`config.mk`:
```
export PLATFORM = sky130hd
export DESIGN_NAME = sdram_region_decoder
export DESIGN_NICKNAME = d
export VERILOG_FILES = /design/src/rtl/sdram_region_decoder.sv
export SDC_FILE = /design/constraint.sdc
export NUM_CORES = 1
export LEC_CHECK = 0
export ABC_AREA = 1
export CAP_MARGIN = 15
export CORE_ASPECT_RATIO = 1.75
export CORE_MARGIN = 1.5
export CORE_UTILIZATION = 58
export DETAILED_ROUTE_END_ITERATION = 16
export GPL_ROUTABILITY_DRIVEN = 0
export PLACE_DENSITY = 0.82
export SYNTH_ARGS = -nofsm -noshare
export SYNTH_HDL_FRONTEND = slang
export SYNTH_SLANG_ARGS = --single-unit
```
`constraint.sdc`:
```
create_clock -name clk -period 7.75 [get_ports clk]
set_input_delay 1.55 -clock clk [delete_from_list [all_inputs] [get_ports clk]]
set_output_delay 1.55 -clock clk [all_outputs]
set_load 0.03 [all_outputs]
```
`src/rtl/sdram_region_decoder.sv`:
```
module sdram_region_decoder #(
  parameter int ADDR_W = 32,
  parameter int NREG   = 4,
  parameter int PAGE_W = 12,
  parameter int CODE_W = 5,
  parameter int IDX_W  = $clog2(NREG)
) (
  input  logic              clk,
  input  logic              rst_n,
  input  logic              cfg_we,
  input  logic [IDX_W-1:0]  cfg_idx,
  input  logic [ADDR_W-1:0] cfg_data,
  input  logic              lookup_valid,
  input  logic [ADDR_W-1:0] lookup_addr,
  output logic              res_valid,
  output logic [NREG-1:0]   cs,
  output logic [ADDR_W-1:0] offset,
  output logic              miss,
  output logic              overlap
);
  localparam int MAX_CODE = ADDR_W - PAGE_W;
  localparam int BASE_W   = ADDR_W - PAGE_W;

  logic [BASE_W-1:0] base_q [NREG];
  logic [CODE_W-1:0] code_q [NREG];
  logic [NREG-1:0]   en_q;
  logic [NREG-1:0]   hit;
  logic [ADDR_W-1:0] mask [NREG];

  wire unused_cfg_bits = ^cfg_data[PAGE_W-1:CODE_W+1];

  for (genvar i = 0; i < NREG; i++) begin : g_reg
    always_ff @(posedge clk) begin
      if (!rst_n) begin
        base_q[i] <= '0;
        code_q[i] <= '0;
        en_q[i]   <= 1'b0;
      end else if (cfg_we && cfg_idx == IDX_W'(i)) begin
        base_q[i] <= cfg_data[ADDR_W-1:PAGE_W];
        code_q[i] <= cfg_data[CODE_W:1];
        en_q[i]   <= cfg_data[0];
      end
    end

    assign mask[i] = ~({ADDR_W{1'b1}} << (PAGE_W + int'(code_q[i])));
    assign hit[i]  = en_q[i] && (int'(code_q[i]) <= MAX_CODE) &&
                     ((lookup_addr & ~mask[i]) == ({base_q[i], {PAGE_W{1'b0}}} & ~mask[i]));
  end

  logic [NREG-1:0]   win;
  logic [ADDR_W-1:0] win_mask;

  always_comb begin
    win      = '0;
    win_mask = '0;
    for (int i = NREG - 1; i >= 0; i--) begin
      if (hit[i]) begin
        win      = '0;
        win[i]   = 1'b1;
        win_mask = mask[i];
      end
    end
  end

  always_ff @(posedge clk) begin
    if (!rst_n || !lookup_valid) begin
      res_valid <= 1'b0;
      cs        <= '0;
      offset    <= '0;
      miss      <= 1'b0;
      overlap   <= 1'b0;
    end else begin
      res_valid <= 1'b1;
      cs        <= win;
      offset    <= lookup_addr & win_mask;
      miss      <= (hit == '0);
      overlap   <= ($countones(hit) > 1);
    end
  end

  p_cs_onehot_r6: assert property (@(posedge clk) disable iff (!rst_n) $onehot0(cs))
    else $error("cs not one-hot");
  p_valid_follows_r6: assert property (@(posedge clk) disable iff (!rst_n)
    lookup_valid |=> res_valid)
    else $error("res_valid missing");
  p_miss_clean_r8: assert property (@(posedge clk) disable iff (!rst_n)
    miss |-> (cs == '0 && offset == '0 && !overlap && res_valid))
    else $error("miss with select");
  p_overlap_hit_r7: assert property (@(posedge clk) disable iff (!rst_n)
    overlap |-> (cs != '0 && !miss))
    else $error("overlap without winner");
  p_result_decided_r8: assert property (@(posedge clk) disable iff (!rst_n)
    res_valid |-> (miss ^ (cs != '0)))
    else $error("result neither hit nor miss");
  p_idle_quiet_r9: assert property (@(posedge clk) disable iff (!rst_n)
    !res_valid |-> (cs == '0 && !miss && !overlap && offset == '0))
    else $error("idle output not zero");
endmodule

```
==> impl_metrics.tcl <==
set metrics [dict create \
    grt_usage_pct 39.46 \
    use_met1_pct 43.41 \
    synthToLayoutAreaGrowth_pct 17.07 \
    setup_slack_ps 3339 \
    path_max_fanout 32 \
    globalRoute.totalOverflow 0 \
    yosys_warnings 0 \
    layout-drive-gt1-share_pct 5.528 \
    period_share_pct 56.92 \
    cts_htree_levels 4 \
    r2r_cells 16 \
    n_antenna_cell 0 \
    clock_sinks 143 \
    fin_crit_ps 4411 \
    switching_share_pct 33.65 \
    netlist_area_um2 9647 \
    slew_headroom_pct 23.16 \
    dp_hpwl_um 24880 \
    drc_errors 0 \
    instances_no_fill 1653 \
    avgSynthCellArea_um2 7.125 \
    clkTransAtPathRegs_ps 60 \
    numCtsBuffers 17 \
    cts_hold_buf 0 \
    rsz0062_at_grt "no" \
    cap_viol_max_count 0 \
    die_h_um 173.6 \
    power_density_nw_per_um2 195.1 \
    status "complete, no violations" \
    finalSetupViolCount 0 \
    antenna_found_initial 0 \
    ir_drop_mv 0.1579 \
    skew_ps 18.63 \
    design_area_um2 11290 \
    firstDrtPassIters 8 \
    io_pins 109 \
    cts-root-buf "clkbuf_16" \
    dieArea_um2 17450 \
    dieWidth_um 100.5 \
    wl_per_cell_um 20.48 \
    totalWireLength_um 33850 \
    crit_type "in2reg" \
    post-cts-setup-buffers 0 \
    rows 62 \
    synth_cells 1354 \
    fin_tns_setup_ps 0 \
    via_per_inst 5.898 \
    critPathRequiredTime_ps 8000 \
    port_buffers 102 \
    fmax_ghz 0.2267 \
    comb_power_share_pct 22.4 \
    power_mw 2.203 \
    leakage_nw 5.067 \
    final-hold-violation-count 0 \
    detail-route-antenna-nets 0 \
    grt_max_degree 33 \
    cp-start-kind "primary input" \
    worst_setup_path_end_kind "register" \
    intPower_mw 1.462 \
    worstHoldPathCells 2 \
    vias 9750 \
    synth-seq-area-share_pct 40.05 \
    use_met3_pct 9.194 \
    final_common_cell "nand2_1" \
    pwr-share-seq_pct 40.4 \
    final_cell_mix "nand2_1, nor2_1, inv_1, nand3_1, clkdlybuf4s50_1" \
    clkLatencyLatePin_ps 440 \
    top_usage_layer "met2" \
    cts.path.max_buffers 2 \
    first_iter_violations 1270 \
    p_sw_uw 741.4 \
    tightestPinTransition_ps 1150 \
    placed_cells 1618 \
    initial_core_util_pct 58.94 \
    placed_area_um2 10620 \
    cts_tree "yes" \
    final_nets 1505 \
    post_cts_resize_count 0 \
    postSynthNetCount 1442 \
    grt_pass1_wl_um 49850 \
    crit_arrival_ps 4660 \
    core_um2 16370 \
    nFillCells 1327 \
    globalRouteMet2Util_pct 62.44 \
    p_clk_share_pct 37.2 \
    grt_pass1_vias 8732 \
    slew_violations 0 \
    min-delay-path-class "reg2reg" \
    place_ws_ps 3383 \
    ys_seq_elements 143 \
    ys_types 38 \
]
==> registers in the layout, indices dropped and copies added (netlist names) <==
name / flops
code_q: 20
res_valid: 1
offset: 32
miss: 1
en_q: 4
base_q: 80
overlap: 1
cs: 4
==> per-stage QoR <==
stage | util, % | hold slack (ps)
2_1_floorplan | - | 446.8
3_3_place_gp | 64.91 | 491.8
3_5_place_dp | 64.91 | 506.9
4_1_cts | 68.40 | 518.5
5_1_grt | 69.00 | 550.1
6_report | 69.00 | 520.8
==> cell families (layout without fill, tap and decap cells) <==
family                     count (synthesis)  in the layout  synth area share, %
DFF                                      143            143                40.05
and+or+nand+nor                          802            802                35.62
buffers and inverters                    209            284                9.157
adders and majority gates                 18             18                2.412
AOI/OAI and AO/OA                        110            110                6.226
xor gates and xnor gates                  72             72                6.537
==> power by group through the flow <==
stage | Sequential, mW | Clock [mW] | Combinational (mW)
2_1_floorplan | 0.896 | 0 | 0.317
3_3_place_gp | 0.904 | 0 | 0.450
3_5_place_dp | 0.907 | 0 | 0.456
4_1_cts | 0.891 | 0.813 | 0.461
5_1_grt | 0.895 | 0.837 | 0.527
6_report | 0.891 | 0.819 | 0.493
==> final timing paths <==
check | endpoint | start | slack, ps
min reg2reg | en_q[2]$_SDFFE_PN0P_ | en_q[2]$_SDFFE_PN0P_ | 520
max | offset[29]$_SDFF_PN0_ | lookup_addr[14] | 3340
min | en_q[2]$_SDFFE_PN0P_ | en_q[2]$_SDFFE_PN0P_ | 520
max reg2reg | offset[29]$_SDFF_PN0_ | code_q[2][2]$_SDFFCE_PN0P_ | 3350
==> synthesized netlist by cell type (all sizes together) <==
cell type    n  area share [%]
a31oi        4            0.26
buf         45             2.8
xor2        67             6.1
a21boi       2            0.16
ha          17             2.2
inv        144             5.6
nand4       24             1.6
nor2       256              10
or2          2            0.13
fa           1            0.21
nor4         1           0.065
dfxtp       43             8.9
nand3      120             6.2
a22oi        1           0.078
nor3        28             1.5
clkbuf      18            0.70
o21ai       46             2.7
clkinv       2           0.078
o22ai        1           0.065
a21oi       52             2.7
xnor2        5            0.45
o211ai       2            0.16
o21bai       2            0.16
nand3b      12            0.93
edfxtp     100              31
nand2      359              15
==> worst max-delay path: stages <==
cell             delay [ps]
clkdlybuf4s50_1         640
inv_1                   160
nand2_1                  80
nand2_1                  70
nand4_1                  90
nand3_1                 120
nor2_1                  120
nand2_1                 100
nor2_4                  220
nand2_4                 270
nand2_4                 260
nor2_1                   60
nor3_1                  690
nor2_1                  200
==> per-layer routing <==
metal | vias to the layer above | share of wire (%)
li1 | 4454 | -
met1 | 4315 | 32
met2 | 730 | 47
met3 | 251 | 10
met4 | 0 | 12
met5 | - | 0
==> cell type report <==
class / count / area (um^2) / share of cell area, %
Multi-Input combinational cell: 1002 / 4903 / 43.42
Timing Repair Buffer: 107 / 1126 / 9.971
Clock buffer: 17 / 425.4 / 3.767
Clock inverter: 14 / 146.4 / 1.296
Inverter: 146 / 548.0 / 4.853
Sequential cell: 143 / 3864 / 34.21
Tap cell: 224 / 280.3 / 2.482
Note: power is estimated with default switching activity, not from simulation.
